[src/rtl/gpio_irq_pkg.sv]
package gpio_irq_pkg;

  localparam int NUM_LINES = 8;

  // Register byte offsets
  localparam int OFF_MODE   = 'h00;
  localparam int OFF_POL    = 'h04;
  localparam int OFF_ACK    = 'h08;
  localparam int OFF_ENABLE = 'h0C;
  localparam int OFF_MASKED = 'h10;
  localparam int OFF_RAW    = 'h14;
  localparam int OFF_DEBNC  = 'h18;

  typedef logic [NUM_LINES-1:0] lineVec_t;

  // Strobes from register control to the line datapath
  typedef struct packed {
    lineVec_t ackMask;    // clear held edges (edge wins over this)
    lineVec_t flushMask;  // type change: discard held edges (wins over edge)
  } lineStrobe_t;

endpackage

[src/rtl/gpio_irq_filter.sv]
module gpio_irq_filter #(
  parameter int STABLE = 4
) (
  input  logic clk,
  input  logic rstN,
  input  logic din,
  output logic dout
);
  localparam int CNT_W = $clog2(STABLE + 1);
  localparam logic [CNT_W-1:0] LAST = CNT_W'(STABLE - 1);

  logic [CNT_W-1:0] runCnt;
  logic             level;

  always_ff @(posedge clk or negedge rstN) begin
    if (!rstN) begin
      runCnt <= '0;
      level  <= 1'b0;
    end else if (din == level) begin
      runCnt <= '0;
    end else if (runCnt == LAST) begin
      runCnt <= '0;
      level  <= din;
    end else begin
      runCnt <= runCnt + 1'b1;
    end
  end

  assign dout = level;
endmodule

[src/rtl/gpio_irq_regs.sv]
module gpio_irq_regs
  import gpio_irq_pkg::*;
#(
  parameter int ADDR_W = 5
) (
  input  logic              clk,
  input  logic              rstN,
  input  logic              busSel,
  input  logic              busWe,
  input  logic [ADDR_W-1:0] busAddr,
  input  lineVec_t          busWdata,
  output lineVec_t          busRdata,
  input  lineVec_t          rawStat,
  input  lineVec_t          maskedStat,
  output lineVec_t          trigMode,
  output lineVec_t          trigPol,
  output lineVec_t          lineEn,
  output lineVec_t          dbEn,
  output lineStrobe_t       strobe
);
  localparam logic [ADDR_W-1:0] A_MODE   = ADDR_W'(OFF_MODE);
  localparam logic [ADDR_W-1:0] A_POL    = ADDR_W'(OFF_POL);
  localparam logic [ADDR_W-1:0] A_ACK    = ADDR_W'(OFF_ACK);
  localparam logic [ADDR_W-1:0] A_ENABLE = ADDR_W'(OFF_ENABLE);
  localparam logic [ADDR_W-1:0] A_MASKED = ADDR_W'(OFF_MASKED);
  localparam logic [ADDR_W-1:0] A_RAW    = ADDR_W'(OFF_RAW);
  localparam logic [ADDR_W-1:0] A_DEBNC  = ADDR_W'(OFF_DEBNC);

  logic wrHit, rdHit;
  assign wrHit = busSel & busWe;
  assign rdHit = busSel & ~busWe;

  always_ff @(posedge clk or negedge rstN) begin
    if (!rstN) begin
      trigMode <= '0;
      trigPol  <= '0;
      lineEn   <= '0;
      dbEn     <= '0;
    end else if (wrHit) begin
      case (busAddr)
        A_MODE:   trigMode <= busWdata;
        A_POL:    trigPol  <= busWdata;
        A_ENABLE: lineEn   <= busWdata;
        A_DEBNC:  dbEn     <= busWdata;
        default:  ;
      endcase
    end
  end

  always_comb begin
    strobe = '0;
    if (wrHit) begin
      if (busAddr == A_ACK)  strobe.ackMask   = busWdata;
      if (busAddr == A_MODE) strobe.flushMask = busWdata ^ trigMode;
      if (busAddr == A_POL)  strobe.flushMask = busWdata ^ trigPol;
    end
  end

  always_comb begin
    busRdata = '0;
    if (rdHit) begin
      case (busAddr)
        A_MODE:   busRdata = trigMode;
        A_POL:    busRdata = trigPol;
        A_ENABLE: busRdata = lineEn;
        A_MASKED: busRdata = maskedStat;
        A_RAW:    busRdata = rawStat;
        A_DEBNC:  busRdata = dbEn;
        default:  busRdata = '0;
      endcase
    end
  end
endmodule

[src/rtl/gpio_irq_lines.sv]
module gpio_irq_lines
  import gpio_irq_pkg::*;
#(
  parameter int DB_CYCLES = 4
) (
  input  logic        clk,
  input  logic        rstN,
  input  lineVec_t    pinIn,
  input  lineVec_t    trigMode,
  input  lineVec_t    trigPol,
  input  lineVec_t    lineEn,
  input  lineVec_t    dbEn,
  input  lineStrobe_t strobe,
  output lineVec_t    rawStat,
  output lineVec_t    maskedStat,
  output logic        irqOut
);
  lineVec_t syncA, syncB, filtered, selIn, prevIn, edgeLatch, setEv, levelHit;

  // Two-stage synchroniser
  always_ff @(posedge clk or negedge rstN) begin
    if (!rstN) begin
      syncA <= '0;
      syncB <= '0;
    end else begin
      syncA <= pinIn;
      syncB <= syncA;
    end
  end

  for (genvar i = 0; i < NUM_LINES; i++) begin : g_line
    gpio_irq_filter #(.STABLE(DB_CYCLES)) u_filter (
      .clk (clk),
      .rstN(rstN),
      .din (syncB[i]),
      .dout(filtered[i])
    );
  end

  assign selIn    = (dbEn & filtered) | (~dbEn & syncB);
  assign setEv    = trigMode & ((trigPol & selIn & ~prevIn) |
                                (~trigPol & ~selIn & prevIn));
  assign levelHit = ~(selIn ^ trigPol);

  always_ff @(posedge clk or negedge rstN) begin
    if (!rstN) begin
      prevIn    <= '0;
      edgeLatch <= '0;
    end else begin
      prevIn    <= selIn;
      edgeLatch <= ((edgeLatch & ~strobe.ackMask) | setEv) & ~strobe.flushMask;
    end
  end

  assign rawStat    = (trigMode & edgeLatch) | (~trigMode & levelHit);
  assign maskedStat = rawStat & lineEn;
  assign irqOut     = |maskedStat;
endmodule

[src/rtl/gpio_irq_unit.sv]
module gpio_irq_unit
  import gpio_irq_pkg::*;
#(
  parameter int ADDR_W    = 5,
  parameter int DB_CYCLES = 4
) (
  input  logic              clk,
  input  logic              rstN,
  input  logic              busSel,
  input  logic              busWe,
  input  logic [ADDR_W-1:0] busAddr,
  input  logic [7:0]        busWdata,
  output logic [7:0]        busRdata,
  input  logic [7:0]        pinIn,
  output logic              irqOut
);
  lineVec_t    trigMode, trigPol, lineEn, dbEn, rawStat, maskedStat;
  lineStrobe_t strobe;

  gpio_irq_regs #(.ADDR_W(ADDR_W)) u_regs (
    .clk       (clk),
    .rstN      (rstN),
    .busSel    (busSel),
    .busWe     (busWe),
    .busAddr   (busAddr),
    .busWdata  (busWdata),
    .busRdata  (busRdata),
    .rawStat   (rawStat),
    .maskedStat(maskedStat),
    .trigMode  (trigMode),
    .trigPol   (trigPol),
    .lineEn    (lineEn),
    .dbEn      (dbEn),
    .strobe    (strobe)
  );

  gpio_irq_lines #(.DB_CYCLES(DB_CYCLES)) u_lines (
    .clk       (clk),
    .rstN      (rstN),
    .pinIn     (pinIn),
    .trigMode  (trigMode),
    .trigPol   (trigPol),
    .lineEn    (lineEn),
    .dbEn      (dbEn),
    .strobe    (strobe),
    .rawStat   (rawStat),
    .maskedStat(maskedStat),
    .irqOut    (irqOut)
  );
endmodule

[config.mk]
export PLATFORM = sky130hd
export DESIGN_NAME = gpio_irq_unit
export DESIGN_NICKNAME = d
export VERILOG_FILES = /design/src/rtl/gpio_irq_pkg.sv /design/src/rtl/gpio_irq_filter.sv /design/src/rtl/gpio_irq_regs.sv /design/src/rtl/gpio_irq_lines.sv /design/src/rtl/gpio_irq_unit.sv
export SDC_FILE = /design/constraint.sdc
export NUM_CORES = 1
export LEC_CHECK = 0
export BUFFER_PORTS_ARGS = -buffer_cell sky130_fd_sc_hd__buf_2
export CAP_MARGIN = 20
export CORE_ASPECT_RATIO = 1.25
export CORE_UTILIZATION = 50
export DETAILED_ROUTE_END_ITERATION = 16
export PLACE_DENSITY = 0.78
export SYNTH_ARGS = -nofsm -noshare
export SYNTH_HDL_FRONTEND = slang
export SYNTH_HIERARCHICAL = 1
export SYNTH_SLANG_ARGS = --single-unit
[constraint.sdc]
create_clock -name clk -period 1.9 [get_ports clk]
set_input_delay 0.38 -clock clk [delete_from_list [all_inputs] [get_ports clk]]
set_output_delay 0.38 -clock clk [all_outputs]
set_load 0.02 [all_outputs]
==> metrics.cfg, run 1 <==
[run_status]
run_status=finished, violations left
violations=negative setup slack

[worst_setup_path]
rrSetupSlack_ps=260
endpoint_kind=output pin
worst_path_largest_cell_delay_ps=410
r2r_start=u_regs/dbEn[0]
reg2reg_depth=8
rr_endpoint=u_lines/edgeLatch[0]
cp.required_ps=1520
path_cells=mux2i_2 > ha_1 > mux2i_2 > and2_1 > mux2i_1 > o22ai_1 > a221o_1 > buf_4
crit_path_frequent_cell=mux2i_2
critPathKind=flop to output pin
critPathTopFamily=compound AO/OA/AOI/OAI gates
critPathSlowestCell=dfrtp_1
crit_arrival_ps=2200
start_kind=flop
crit_fanout=3
path_buf_inv=1

[logic_synthesis]
synth_top_family_by_area=multiplexers
syn_avg_cell_area_sq_um=12.6
seq_area_frac_synth_pct=49.3
synth_cell_types=46
synthCells=386
synth_xor_area_share_pct=2.88
yosys-top-cells-area=dfrtp_1 (49%), mux2_2 (9.5%), ha_1 (6.2%), mux2i_1 (4.7%), mux2_4 (2.5%)
synthMuxAreaShare_pct=17.6
synth_edf_count=0
synth_top_cell_by_area=dfrtp_1
yosys_warnings=6
synth_nets=435
synthesis.area_sq_um=4870
ys_dominant_reg_cell=dfrtp_1
ys_top_cells_by_count=dfrtp_1 (96), mux2_2 (41), ha_1 (24)
synth_compound_area_share_pct=5.26
synth_fa_ha_area_share_pct=6.16
synthArstFlopShare_pct=100
ys_seq_elements=96
yosysTopAreaCellShare_pct=49.3
yosysMostFrequentCell=dfrtp_1
synth-simple-area-share_pct=16.2

[power]
pwr-share-seq_pct=41.4
power_density_nw_per_um2=1030
power.internal_mw=4.73
p_sw_share_pct=28.9
power.leakage_nw=3.07
combPwrFrac_pct=30.7
ir_worst_vdd_mv=0.826
clockPowerShare_pct=27.9
p_sw_mw=1.93

[cts]
cts_made_buffers=9
cts_tree=yes
cts.htree.levels=3
clock_latency_ps=350
root_buffer=clkbuf_16
cts_buffer_depth=2
cts_sinks=96
clk_pin_slew_ps=60

[timing]
setup_viol_count_final=9
hold_ws_ps=136
slew_viol_final=0
relSlewSlack_pct=70.2
rsz0062_at_grt=yes
skew_ps=5.45
period_needed_ps=2580
post-route-period-util_pct=136
worst_pin_slew_ps=447
setup_ws_ps=-678
finalHoldViolCount=0
fmax_ghz=0.388

[floorplan]
die_y_um=112
die_w_um=90.3
coreArea_sq_um=9320
initial_core_util_pct=52.3
rows=39
io_pins=34
dieArea_sq_um=10100

[cells_and_area]
fillerInstances=688
diodes=0
drive_gt1_share_pct=46.8
multi_input_area_sq_um=2500
fin_util_pct=69.1
final_nets=572
seqCellArea_sq_um=2400
syn2layout_area_growth_pct=32.2

[grt]
grt_pass1_wl_um=17700
met2_usage_pct=40.4
grt-busiest-layer=met2
grt_use_met1_pct=27.3
track_usage_pct=22.7
antenna_found_initial=0
grt_overflow=0
grt_pass1_vias=3646
grt.met3_usage_pct=4.61
grt_max_degree=46

[min_path]
hold_end=u_lines/syncA[5]
hold_path_class=primary input to flop
whs_path_depth=1
hold_start=pinIn[5]

[detailed_routing]
ant_nets=0
drcViolationCount=0
vias=3477
wl_per_cell_um=16.4
routed_wl_um=10700
drtIter0Drc=215
drtPass1Iterations=6
via_per_inst=5.34

[placed_design]
port_buffers=33
place_congestion=0.860
hpwl_um=7800

[run]
maxCapViolCount=0

[cell families after synthesis]
kind of cell,count (synthesis)
simple gates,109
flops,96
mux,74
compound gates,37
buf+inv,30
fa+ha+maj,24
xor+xnor,16
[layer usage]
layer  routed length, um  vias to the layer above  share of wire [%]
li1                    -                     1653                  -
met1                4420                     1744                 41
met2                5660                       65                 53
met3                 389                       15                3.7
met4                 178                        0                1.7
met5                   0                        -                  0
[registers in the layout, summed over array words and instances, names as in the netlist]
register                        count
u_regs/dbEn                         8
u_regs/lineEn                       8
u_lines/syncA                       8
u_lines/edgeLatch                   8
u_regs/trigMode                     8
u_lines/prevIn                      8
u_regs/trigPol                      8
u_lines/g_line.u_filter/runCnt     24
u_lines/syncB                       8
u_lines/g_line.u_filter/dout        8
[cells in the final DEF (no fill, tap or decap), types with 15 or more instances in the layout]
cell type,instances
nor3b_1,16
mux2_2,40
and2_1,15
inv_1,22
dfrtp_1,96
buf_2,24
ha_1,24
mux2i_1,15
nor2_1,17
buf_4,101
[per-stage QoR]
step	instance area [sq um]	cells	setup WS [ps]	setup TNS (ps)	total power [mW]
after global placement	5920	624	-300	-3580	4.50
after floorplan	4960	386	-195	-1000	3.87
after global routing	6440	651	-770	-6470	7.05
final	6440	651	-678	-5630	6.66
after detailed placement	5920	624	-396	-4100	4.65
after CTS	6370	648	-688	-5650	6.64
[layout make-up]
cell class,instances,area share (%)
sequential,96,37.3
clock inverter,5,0.855
tap,123,2.39
clock buffer,11,3.93
timing repair buffer,134,15.3
inverter,22,1.28
multi-input combinational,260,38.9
[power groups by stage]
stage | logic (mW) | clock network [mW] | registers [mW]
2_1_floorplan | 1.12 | 0 | 2.74
3_3_place_gp | 1.76 | 0 | 2.74
3_5_place_dp | 1.88 | 0 | 2.77
4_1_cts | 2.00 | 1.90 | 2.74
5_1_grt | 2.26 | 1.99 | 2.81
6_report | 2.04 | 1.86 | 2.76
[worst max-delay path by stage]
| stage | from | to | slack, ps | depth (start not counted) |
|---|---|---|---|---|
| finish | u_regs/dbEn[1] | busRdata[1] | -680 | 8 |
| global placement | u_regs/dbEn[4] | busRdata[4] | -300 | 8 |
| global route | u_regs/dbEn[2] | busRdata[2] | -770 | 8 |
| floorplan | u_regs/dbEn[2] | busRdata[2] | -190 | 7 |
| CTS | u_regs/dbEn[2] | busRdata[2] | -690 | 8 |
| detailed placement | u_regs/dbEn[2] | busRdata[2] | -400 | 8 |
[what timing repair did]
action,CTS,global route
hold buffers,1,0
setup endpoints to repair,9,9
pin swaps,16,7
gates cloned,0,0
hold endpoints to repair,32,0
resized for setup,25,11
setup buffers,8,4
Note: power is estimated with default switching activity, not from simulation.
==> run 2: changes to the inputs <==
--- a/config.mk
+++ b/config.mk
@@ -10,7 +10,7 @@
 export CORE_ASPECT_RATIO = 1.25
 export CORE_UTILIZATION = 50
 export DETAILED_ROUTE_END_ITERATION = 16
-export PLACE_DENSITY = 0.78
+export PLACE_DENSITY = 0.71
 export SYNTH_ARGS = -nofsm -noshare
 export SYNTH_HDL_FRONTEND = slang
 export SYNTH_HIERARCHICAL = 1
==> metrics.cfg, run 2 (same netlist as run 1, synthesis figures left out) <==
[timing]
period_needed_ps=2640
fmax_ghz=0.379
setup_ws_ps=-741
skew_ps=5.24
fin_setup_tns_ps=-5760
setup_viol_count_final=9
slew_viol_final=0
finalHoldViolCount=0
relSlewSlack_pct=69.5
worst_pin_slew_ps=457
rsz0062_at_grt=yes
post-route-period-util_pct=139

[worst_setup_path]
crit_fanout=3
startpoint=u_regs/dbEn[5]
crit_arrival_ps=2260
start_kind=flop
rrSetupSlack_ps=120
critPathKind=flop to output pin
r2r_start=u_regs/dbEn[0]
path_cells=mux2i_2 > ha_1 > o21ai_2 > and2_1 > mux4_2 > nor2_2 > nor3_2 > buf_4
cp.required_ps=1520
endpoint_kind=output pin
worst_path_largest_cell_delay_ps=380
critPathSlowestCell=dfrtp_1

[detailed_routing]
wl_per_cell_um=16.4
ant_nets=0
vias=3440
via_per_inst=5.34
drcViolationCount=0
drtPass1Iterations=4
drtIter0Drc=134
routed_wl_um=10600

[cells_and_area]
final_nets=565
layout_commonest_cell=dfrtp_1
largest_register_ffs=24
diodes=0
fin_util_pct=68.6
fillerInstances=678
largest_register=u_lines/g_line.u_filter/runCnt
stdcell_area_sq_um=6400
syn2layout_area_growth_pct=31.3
final_cell_mix=dfrtp_1 (96), buf_4 (94), mux2_2 (39)
drive_gt1_share_pct=46.1
final_cell_count_no_fill=644

[cts]
clock_latency_ps=350
cts.htree.levels=3
cts_buffer_depth=2
root_buffer=clkbuf_16
clk_pin_slew_ps=70
cts_sinks=96
cts_tree=yes
cts_made_buffers=9

[floorplan]
io_pins=34
die_w_um=90.3
coreArea_sq_um=9320
dieArea_sq_um=10100
die_y_um=112
rows=39
initial_core_util_pct=52.3

[min_path]
hold_start=pinIn[5]
hold_path_class=primary input to flop

[placed_design]
place_congestion=0.912
hpwl_um=7730
numPlacedInstances=616
port_buffers=33
place_area_sq_um=5860

[grt]
antenna_found_initial=0
grt_max_degree=41
grt_pass1_vias=3725
grt_pass1_wl_um=17700
grt_overflow=0
track_usage_pct=22.8

[power]
power.leakage_nw=3.03
power_density_nw_per_um2=1030
ir_worst_vdd_mv=0.659
total_power_mw=6.60

[run_status]
run_status=finished, violations left
violations=negative setup slack

[run]
maxCapViolCount=0

==> run 2: cell types whose count changed in the layout (fill, tap and decap cells not counted), sizes merged <==
cell    delta
buf        -7
clkbuf     -2
clkinv     +2
==> run 2: per-stage QoR <==
stage                     setup slack (ps)  hold slack [ps]
after floorplan                       -195             84.4
after global placement                -309              317
after detailed placement              -401              321
after CTS                             -712              126
after global routing                  -842              123
final                                 -741              136
==> run 2: repair_timing <==
action	CTS	global route
setup buffers	17	4
pin swaps	14	14
endpoints found under the setup margin	9	11
hold buffers	1	0
hold endpoints to repair	23	0
gates resized for setup	24	18
==> run 2: path summary, 6_finish.rpt <==
path                                                         to  cells past startpoint
max reg2reg                                u_lines/edgeLatch[0]                     10
max in group asynchronous  u_lines/g_line[2].u_filter/runCnt[2]                      3
max                                                 busRdata[5]                      8
min reg2reg                                    u_lines/syncB[4]                      0
min in group asynchronous                        u_regs/dbEn[2]                      2
min                                            u_lines/syncA[5]                      1
==> run 2: where the power goes <==
part	switching [mW]	leakage, nW	internal [mW]	total (mW)
combinational	0.885	1.68	1.17	2.06
clock	0.769	0.141	1.02	1.79
sequential	0.270	1.21	2.49	2.76
total	1.92	3.03	4.67	6.60
==> run 2: routing by layer <==
layer,wire [um],track usage (%)
met1,4590,27.9
met2,5520,39.6
met3,273,3.86
met4,186,10.1
met5,0,0
==> run 2: worst max-delay path, delay by kind of cell, from the launching register on <==
kind | cells | cell delay [ps]
compound gates | 1 | 160
fa+ha+maj | 1 | 280
buf+inv | 1 | 180
flops | 1 | 380
mux | 2 | 520
simple gates | 3 | 400
==> run 2: final cells by class <==
class,count,area [sq um],share of cell area [%]
multi-input cells,260,2520,39.4
inverters,22,85.1,1.33
clock buffers,9,225,3.52
repair buffers,127,935,14.6
flip-flops and latches,96,2400,37.6
well taps,123,154,2.41
clock inverters,7,72.6,1.13
